==> config.mk <==
export PLATFORM = sky130hd
export DESIGN_NAME = serial_rx_path
export DESIGN_NICKNAME = d
export VERILOG_FILES = /design/src/rtl/serial_rx_pkg.sv /design/src/rtl/rx_shift_stage.sv /design/src/rtl/rx_hold_buf.sv /design/src/rtl/rx_data_reg.sv /design/src/rtl/serial_rx_path.sv
export SDC_FILE = /design/constraint.sdc
export NUM_CORES = 1
export LEC_CHECK = 0
export BUFFER_PORTS_ARGS = -buffer_cell sky130_fd_sc_hd__buf_2
export CAP_MARGIN = 20
export CORE_MARGIN = 4
export CORE_UTILIZATION = 40
export DETAILED_ROUTE_END_ITERATION = 8
export GPL_TIMING_DRIVEN = 0
export SYNTH_ARGS = -nofsm -noshare
export SYNTH_HDL_FRONTEND = slang
export SYNTH_SLANG_ARGS = --single-unit
export TNS_END_PERCENT = 50
==> constraint.sdc <==
create_clock -name clk_i -period 9.7 [get_ports clk_i]
set_input_delay 0 -clock clk_i [delete_from_list [all_inputs] [get_ports clk_i]]
set_output_delay 0 -clock clk_i [all_outputs]
set_load 0.1 [all_outputs]
==> src/rtl/serial_rx_pkg.sv <==
package serial_rx_pkg;
  localparam int HALF_W = 16;
  localparam int LEN_W  = $clog2(2 * HALF_W + 1);

  typedef struct packed {
    logic [HALF_W-1:0] hi;
    logic [HALF_W-1:0] lo;
    logic              wide;
    logic              exp;
    logic              law;
  } word_t;

  function automatic logic [LEN_W-1:0] wlen_bits(input logic [2:0] code);
    case (code)
      3'd0:    return LEN_W'(8);
      3'd1:    return LEN_W'(12);
      3'd2:    return LEN_W'(16);
      3'd3:    return LEN_W'(20);
      3'd4:    return LEN_W'(24);
      default: return LEN_W'(32);
    endcase
  endfunction

  // 8-bit log code to 16-bit two's complement linear sample
  function automatic logic [HALF_W-1:0] expand(input logic [7:0] code, input logic a_law);
    logic [7:0]  c;
    logic [2:0]  e;
    logic [5:0]  base;
    logic [13:0] mag;
    logic        neg;
    c    = a_law ? (code ^ 8'h55) : ~code;
    e    = c[6:4];
    base = {1'b0, c[3:0], 1'b0} + 6'd33;
    if (a_law) begin
      mag = (e == 3'd0) ? {9'd0, c[3:0], 1'b1} : ({8'd0, base} << (e - 3'd1));
      neg = ~c[7];
    end else begin
      mag = ({8'd0, base} << e) - 14'd33;
      neg = c[7];
    end
    return neg ? -{2'b00, mag} : {2'b00, mag};
  endfunction
endpackage

==> src/rtl/rx_shift_stage.sv <==
module rx_shift_stage
  import serial_rx_pkg::*;
(
  input  logic        clk_i,
  input  logic        rst_ni,
  input  logic        sd_i,
  input  logic        fs_i,
  input  logic [2:0]  wlen_i,
  input  logic        exp_en_i,
  input  logic        law_i,
  output logic        done_o,
  output word_t       word_o
);
  logic              active_q;
  logic [LEN_W-1:0]  cnt_q, len_q;
  logic              wide_q, exp_q, law_q;
  logic [HALF_W-1:0] sh_hi_q, sh_lo_q;
  logic [LEN_W-1:0]  len_d;
  logic              last;

  assign len_d = exp_en_i ? LEN_W'(8) : wlen_bits(wlen_i);
  assign last  = (cnt_q == len_q - LEN_W'(1));

  always_ff @(posedge clk_i or negedge rst_ni) begin
    if (!rst_ni) begin
      active_q <= 1'b0;
      cnt_q    <= '0;
      len_q    <= LEN_W'(8);
      wide_q   <= 1'b0;
      exp_q    <= 1'b0;
      law_q    <= 1'b0;
      sh_hi_q  <= '0;
      sh_lo_q  <= '0;
    end else if (!active_q) begin
      if (fs_i) begin
        active_q <= 1'b1;
        cnt_q    <= '0;
        len_q    <= len_d;
        wide_q   <= (len_d > LEN_W'(HALF_W));
        exp_q    <= exp_en_i;
        law_q    <= law_i;
        sh_lo_q  <= '0;
        if (len_d > LEN_W'(HALF_W)) sh_hi_q <= '0;
      end
    end else begin
      sh_lo_q <= {sh_lo_q[HALF_W-2:0], sd_i};
      if (wide_q) sh_hi_q <= {sh_hi_q[HALF_W-2:0], sh_lo_q[HALF_W-1]};
      cnt_q <= cnt_q + LEN_W'(1);
      if (last) active_q <= 1'b0;
    end
  end

  assign done_o      = active_q & last;
  assign word_o.lo   = {sh_lo_q[HALF_W-2:0], sd_i};
  assign word_o.hi   = {sh_hi_q[HALF_W-2:0], sh_lo_q[HALF_W-1]};
  assign word_o.wide = wide_q;
  assign word_o.exp  = exp_q;
  assign word_o.law  = law_q;
endmodule

==> src/rtl/rx_hold_buf.sv <==
module rx_hold_buf
  import serial_rx_pkg::*;
(
  input  logic  clk_i,
  input  logic  rst_ni,
  input  logic  done_i,
  input  word_t word_i,
  input  logic  take_i,
  output logic  valid_o,
  output word_t hold_o,
  output logic  drop_o
);
  logic accept;
  assign accept = done_i & (~valid_o | take_i);
  assign drop_o = done_i & ~accept;

  always_ff @(posedge clk_i or negedge rst_ni) begin
    if (!rst_ni) begin
      valid_o <= 1'b0;
      hold_o  <= '0;
    end else begin
      if (accept) begin
        valid_o     <= 1'b1;
        hold_o.lo   <= word_i.lo;
        hold_o.wide <= word_i.wide;
        hold_o.exp  <= word_i.exp;
        hold_o.law  <= word_i.law;
        if (word_i.wide) hold_o.hi <= word_i.hi;
      end else if (take_i) begin
        valid_o <= 1'b0;
      end
    end
  end
endmodule

==> src/rtl/rx_data_reg.sv <==
module rx_data_reg
  import serial_rx_pkg::*;
(
  input  logic              clk_i,
  input  logic              rst_ni,
  input  logic              hold_v_i,
  input  word_t             hold_i,
  input  logic              rd_lo_i,
  output logic              take_o,
  output logic              full_o,
  output logic [HALF_W-1:0] hi_o,
  output logic [HALF_W-1:0] lo_o
);
  logic [HALF_W-1:0] lo_d;
  assign take_o = hold_v_i & (~full_o | rd_lo_i);
  assign lo_d   = hold_i.exp ? expand(hold_i.lo[7:0], hold_i.law) : hold_i.lo;

  always_ff @(posedge clk_i or negedge rst_ni) begin
    if (!rst_ni) begin
      full_o <= 1'b0;
      hi_o   <= '0;
      lo_o   <= '0;
    end else if (take_o) begin
      full_o <= 1'b1;
      lo_o   <= lo_d;
      if (hold_i.wide) hi_o <= hold_i.hi;
    end else if (rd_lo_i) begin
      full_o <= 1'b0;
    end
  end
endmodule

==> src/rtl/serial_rx_path.sv <==
module serial_rx_path
  import serial_rx_pkg::*;
(
  input  logic              clk_i,
  input  logic              rst_ni,
  input  logic              sd_i,
  input  logic              fs_i,
  input  logic [2:0]        wlen_i,
  input  logic              exp_en_i,
  input  logic              law_i,
  input  logic              rd_lo_i,
  output logic [HALF_W-1:0] data_hi_o,
  output logic [HALF_W-1:0] data_lo_o,
  output logic              ready_o,
  output logic              overrun_o
);
  logic  done, hold_v, take, drop;
  word_t word, hold;

  rx_shift_stage u_shift (
    .clk_i, .rst_ni, .sd_i, .fs_i, .wlen_i, .exp_en_i, .law_i,
    .done_o(done), .word_o(word)
  );

  rx_hold_buf u_buf (
    .clk_i, .rst_ni, .done_i(done), .word_i(word), .take_i(take),
    .valid_o(hold_v), .hold_o(hold), .drop_o(drop)
  );

  rx_data_reg u_dreg (
    .clk_i, .rst_ni, .hold_v_i(hold_v), .hold_i(hold), .rd_lo_i,
    .take_o(take), .full_o(ready_o), .hi_o(data_hi_o), .lo_o(data_lo_o)
  );

  always_ff @(posedge clk_i or negedge rst_ni) begin
    if (!rst_ni)   overrun_o <= 1'b0;
    else if (drop) overrun_o <= 1'b1;
  end
endmodule

==> After elaboration in Yosys (flattened, before gate mapping) <==
Index checks and enable logic that the tools add are counted.
Widths: inputs -> output; s select.
{ "word_totals": {"register_bits": 117, "latchBits": 0, "ramBits": 0, "rom_bits": 0, "out_inout_bits": 34, "memories": 0} }
{ "classes": {"n_addsub": 6, "mul": 0, "div_mod_pow": 0, "magnitude_cmp": 1, "eq_ne": 6, "shifts": 2, "n_mux": 23, "bitwise_logic": 13, "reduce_logical": 10} }
{ "ops": {"columns": ["op", "n"], "rows": [
  ["$mux 16", 4],
  ["$mux 15", 4],
  ["$pmux 6 s5", 1],
  ["$mux 14", 2],
  ["$shl 6x3->14", 2],
  ["$mux 6", 3],
  ["$neg 14->16", 1],
  ["$sub 14x6->14 const B", 1],
  ["$mux 1", 8],
  ["$mux 8", 1],
  ["$not 8->8", 1],
  ["$reduce_bool 2->1", 4],
  ["$add 5x6->6 const B", 1],
  ["$add 6x1->6 const B", 1],
  ["$eq 3x2->1 const B", 2],
  ["$eq 6x6->1", 1],
  ["$gt 6x5->1 const B", 1],
  ["$logic_not 3->1", 2],
  ["$reduce_and 2->1", 3],
  ["$sub 6x1->6 const B", 1],
  ["$not 1->1", 5],
  ["$and 1x1->1", 4],
  ["$not 4->4", 1],
  ["$eq 3x1->1 const B", 1],
  ["5 further kinds", 6]
]} }

==> Longest topological paths before layout <==
{ "logic_depth": {"depth_word": 9, "ltp_mapped": 19, "depth_no_buf": 15} }

==> By module <==
Synthesis repeated with hierarchy kept, for this count alone.
{ "unflattened": {"hier_cells": 664, "hier_area_um2": 6578.8} }
{ "modules_own_cells": {"columns": ["module", "instances", "cells_each", "area_each_um2", "seq_area_each_um2"], "rows": [
  ["rx_data_reg", 1, 373, 3119.2, 825.8],
  ["rx_shift_stage", 1, 209, 2020.7, 1127.3],
  ["rx_hold_buf", 1, 80, 1407.6, 900.9],
  ["serial_rx_path", 1, 2, 31.3, 25.0]
]} }

==> Worst setup path before layout <==
No wires, ideal clock.
{ "synth_path": {"path_kind": "reg-to-reg", "from": "register u_buf.hold_o[7] (netlist name)", "to": "register u_dreg.lo_o[13]", "setup_time_ns": 0.071, "t_arrival_ns": 3.965, "path_slack_ns": 5.664, "path_stages_with_launch": 18, "path_buffers": 7, "synth_period_minus_slack_ns": 4.036, "path_cell_list": "dfrtp_1 buf_2 clkbuf_1 clkbuf_1 buf_1 clkbuf_1 ha_1 clkbuf_1 clkbuf_1 a21oi_1 xor2_1 o31ai_1 nand3_1 and4b_1 o211ai_2 and2_4 or3_1 nand3_1"} }
{ "synth_between": {"elab_chain_len": 9, "elab_cells_between_ends": 13, "classes_between": "add/sub: 3; shift: 2; mux: 5; bitwise: 2; reduce/logical: 1"} }
{ "synth_rtl": {"columns": ["element", "line_no", "source"], "rows": [
  ["start, declared", "rx_hold_buf.sv:10", "output word_t hold_o,"],
  ["$not 8->8 or $not 4->4 (tied branches)", null, null],
  ["$mux 8 *", "serial_rx_pkg.sv:31", "c = a_law ? (code ^ 8'h55) : ~code;"],
  ["parallel branches: the longest is 3 deep, another holds $sub 14x6->14", null, null],
  ["$mux 14 *", "serial_rx_pkg.sv:34", "if (a_law) begin"],
  ["$neg 14->16", "serial_rx_pkg.sv:41", "return neg ? -{2'b00, mag} : {2'b00, mag};"],
  ["$mux 16 *", "serial_rx_pkg.sv:41", null],
  ["$mux 16 *", "rx_data_reg.sv:16", "assign lo_d = hold_i.exp ? expand(hold_i.lo[7:0], hold_i.law) : hold_i.lo;"],
  ["end signal, assigned", "rx_data_reg.sv:25", "lo_o <= lo_d;"],
  ["end, declared", "rx_data_reg.sv:12", "output logic [HALF_W-1:0] lo_o"]
]} }
Mark *: on every way between the ends.
A chain may end at the register's enable or synchronous reset.

==> Worst setup path after layout <==
Same ends and word-level chain as after synthesis.

==> impl_metrics.ini <==
[worst_setup_path]
cp.required_ps = 10050
reg2reg_setup_slack_ps = 4610
end_kind = flip-flop
crit_slowest_cell = o31ai_1
ff2ff_path_depth = 17
max_stage_delay_ps = 530
crit_type = flip-flop to flip-flop
cp_max_fo = 10
cp_cell_sequence = buf_2 -> clkbuf_1 -> clkbuf_1 -> buf_1 -> clkbuf_1 -> ha_1 -> clkbuf_1 -> clkbuf_1 -> a21oi_1 -> xor2_1 -> o31ai_1 -> nand3_1 -> and4b_1 -> o211ai_2 -> and2_4 -> or3_1 -> nand3_1
worst-endpoint-arrival_ps = 5440
crit_path_frequent_cell = clkbuf_1
start_kind = flip-flop

[detailed_routing]
wl_per_cell_um = 16.3
finalWirelength_mm = 16.5
vias = 5448
firstDrtPassIters = 5
via_per_inst = 5.38
dr.first_iter.drc_count = 422
drc = 0
ant_nets = 0

[clock_network]
cts_tree = built
clk_pin_slew_worst_paths_ps = 60
numCtsBuffers = 17
clock_path_buffers = 2
cts_root_buffer = clkbuf_16
htreeDepth = 4
insertion_delay_ps = 410
post_cts_buffers = 0
clock_sinks = 115
postCtsResizedCells = 0

[timing]
finalHoldViolations = 0
worstMarginPinSlew_ps = 811
rsz0062_at_grt = no
slew_headroom_pct = 45.1
drv_slew = 0
whs_ps = 124
tns_ps = 0
fin_crit_sh_pct = 52.5
min_period_ps = 5090
skew_ps = 7.89
fmax_ghz = 0.196
final-setup-viol-count = 0

[status]
status = complete, no violations

[final_layout]
final_cells = 1012
n_antenna_cell = 0
drive_above_1_share_pct = 16.7
final_util_pct = 48.5
finalNetCount = 801
area_growth_syn_to_layout_pct = 18.9

[yosys]
yosysSeqAreaShare_pct = 44.6
syn_avg_cell_area_sq_um = 9.11
synth_top_cell_area_share_pct = 44.2
synthCells = 709
netlist_area_sq_mm = 0.00646
synthTopCellsByArea = dfrtp_1, nand2_1, mux2_2
ys_types = 76
synth_top_cell_by_area = dfrtp_1
synth_edf_count = 0
synth-main-ff-cell = dfrtp_1
yosys_warnings = 0
synth_seq_cells = 115
syn-num-nets = 727
async_flop_share_pct = 100

[placed_design]
io_buffers = 43
gp_congestion = 0.917
placed_cells = 969
post-dp-hpwl_mm = 12.0

[floorplan]
die_y_um = 135
fp.dieW_um = 135
start_util_pct = 40.8
io_pins = 44
core_sq_mm = 0.0158
rows = 46
die_area_sq_mm = 0.0182

[global_routing]
first_global_vias = 5467
grt_pass1_wl_mm = 28.0
antenna_found_initial = 0
gr-total-overflow = 0
grt_max_degree = 74
grt.total_usage_pct = 19.0

[job]
cap_violations = 0

[hold_path]
hp-class = input port to asynchronous set/reset pin

[pwr]
cellLeakagePower_nw = 3.64
ir_drop_mv = 0.173
powerDensity_mw_per_mm2 = 387
[cells in the mapped netlist (3+ instances only)]
cell,n
nor2_1,25
o21ai_1,6
mux2_2,36
nand3b_1,3
nor2b_1,12
o32ai_1,3
o41ai_1,3
o21a_1,6
and2_1,5
a221oi_1,4
xnor2_1,13
or3_1,3
inv_1,12
a21oi_1,26
nand2_1,139
dfrtp_1,114
xor2_1,6
ha_1,8
o21ai_0,42
or2_2,4
o211a_1,3
nor3_1,14
nand4_1,4
nand3_1,28
nand2b_1,35
o22ai_1,7
o31ai_1,4
o211ai_1,7
buf_1,5
mux2i_1,14
nor3b_1,4
and3_1,7
a31oi_1,5
buf_2,4
a211oi_1,4
clkbuf_1,43
a21o_1,3
[state kept, by name, summed over array words and instances (netlist names), 4 cells and up]
name and cells:
u_shift.len_q 4, u_dreg.hi_o 16, u_dreg.lo_o 16, u_shift.cnt_q 6
u_buf.hold_o 35, u_shift.sh_lo_q 16, u_shift.sh_hi_q 15
[report_power, final]
part	leakage (nW)	total, W	switching (W)	internal, W
combinational	1.85	0.00159	0.00105	0.000544
clock	0.279	0.000626	0.000241	0.000384
sequential	1.51	0.000754	0.000115	0.000639
[cells in the final DEF, fill, tap and decap left out, types with 4 or more instances in the layout]
| cell | synthesis | final |
|---|---|---|
| o211ai_1 | 7 | 7 |
| clkbuf_1 | 43 | 43 |
| nor3b_1 | 4 | 4 |
| dfrtp_1 | 114 | 114 |
| o21ai_1 | 6 | 6 |
| o22ai_1 | 7 | 7 |
| nand2b_1 | 35 | 35 |
| or2_2 | 4 | 4 |
| clkinvlp_4 | 0 | 4 |
| mux2i_1 | 14 | 14 |
| inv_1 | 12 | 12 |
| xor2_1 | 6 | 6 |
| dlygate4sd3_1 | 0 | 11 |
| nor2_1 | 25 | 25 |
| a221oi_1 | 4 | 4 |
| o31ai_1 | 4 | 4 |
| a211oi_1 | 4 | 4 |
| o21a_1 | 6 | 6 |
| buf_1 | 5 | 5 |
| nor3_1 | 14 | 14 |
| buf_2 | 4 | 46 |
| inv_6 | 0 | 8 |
| nand4_1 | 4 | 4 |
| ha_1 | 8 | 8 |
| nand2_1 | 139 | 139 |
| mux2_2 | 36 | 36 |
| o21ai_0 | 42 | 42 |
| and2_1 | 5 | 5 |
| nor2b_1 | 12 | 12 |
| a31oi_1 | 5 | 5 |
| a21oi_1 | 26 | 26 |
| and3_1 | 7 | 7 |
| clkbuf_16 | 0 | 17 |
| xnor2_1 | 13 | 13 |
| nand3_1 | 28 | 28 |
[stage by stage]
step	setup slack (ps)	power (W)	area, sq um
6_report	4610	0.00297	7680
5_1_grt	4170	0.00318	7680
4_1_cts	4680	0.00297	7680
3_5_place_dp	4690	0.00232	6970
3_3_place_gp	4700	0.00230	6940
2_1_floorplan	5660	0.00195	6460
[layout make-up]
class	count	area [sq um]
clock buffers	17	425
multi-input cells	527	3310
fillers	1521	8150
repair buffers	55	355
well taps	216	270
plain buffers	53	211
inverters	14	52.6
flip-flops and latches	115	2880
clock inverters	15	169
[path summary, 6_finish.rpt]
kind | startpoint | to
min in group clk_i | sd_i | u_buf.hold_o[3]$_DFFE_PN0P_
worst min-delay path | rst_ni | u_dreg.lo_o[0]$_DFFE_PN0P_
worst max register to register | u_buf.hold_o[7]$_DFFE_PN0P_ | u_dreg.lo_o[13]$_DFFE_PN0P_
max in group asynchronous | rst_ni | u_shift.len_q[3]$_DFFE_PN1P_
worst max-delay path | u_buf.hold_o[7]$_DFFE_PN0P_ | u_dreg.lo_o[13]$_DFFE_PN0P_
worst min register to register | u_dreg.lo_o[2]$_DFFE_PN0P_ | u_dreg.lo_o[2]$_DFFE_PN0P_
[worst max-delay path: cells and delay by family (launching register included)]
family	cells	cell delay (ps)
buffers and inverters	7	2380
XOR/XNOR	1	180
adder cells (fa/ha/maj)	1	150
flip-flops	1	420
AND/OR/NAND/NOR	5	1140
AO/OA/AOI/OAI	3	760
[logic make-up after synthesis]
family | synth area share [%]
and+or+nand+nor | 22.1
AOI/OAI and AO/OA | 15.8
DFF | 44.6
buffers and inverters | 4.09
muxes | 9.32
xor gates and xnor gates | 2.58
adders and majority gates | 1.55
[timing repair]
item                       CTS  global route
hold buffers                11             0
hold endpoints to repair    55             0
setup endpoints to repair    0             0
[routing by layer]
layer  up-vias  routed length, um  GRT usage, %
met5         -                  0             0
met4         0                351          6.72
met3        35                773          4.14
met2       166               7740          29.8
met1      2605               7640          26.0
li1       2642                  -             -
Power figures use the tool's default switching activity.
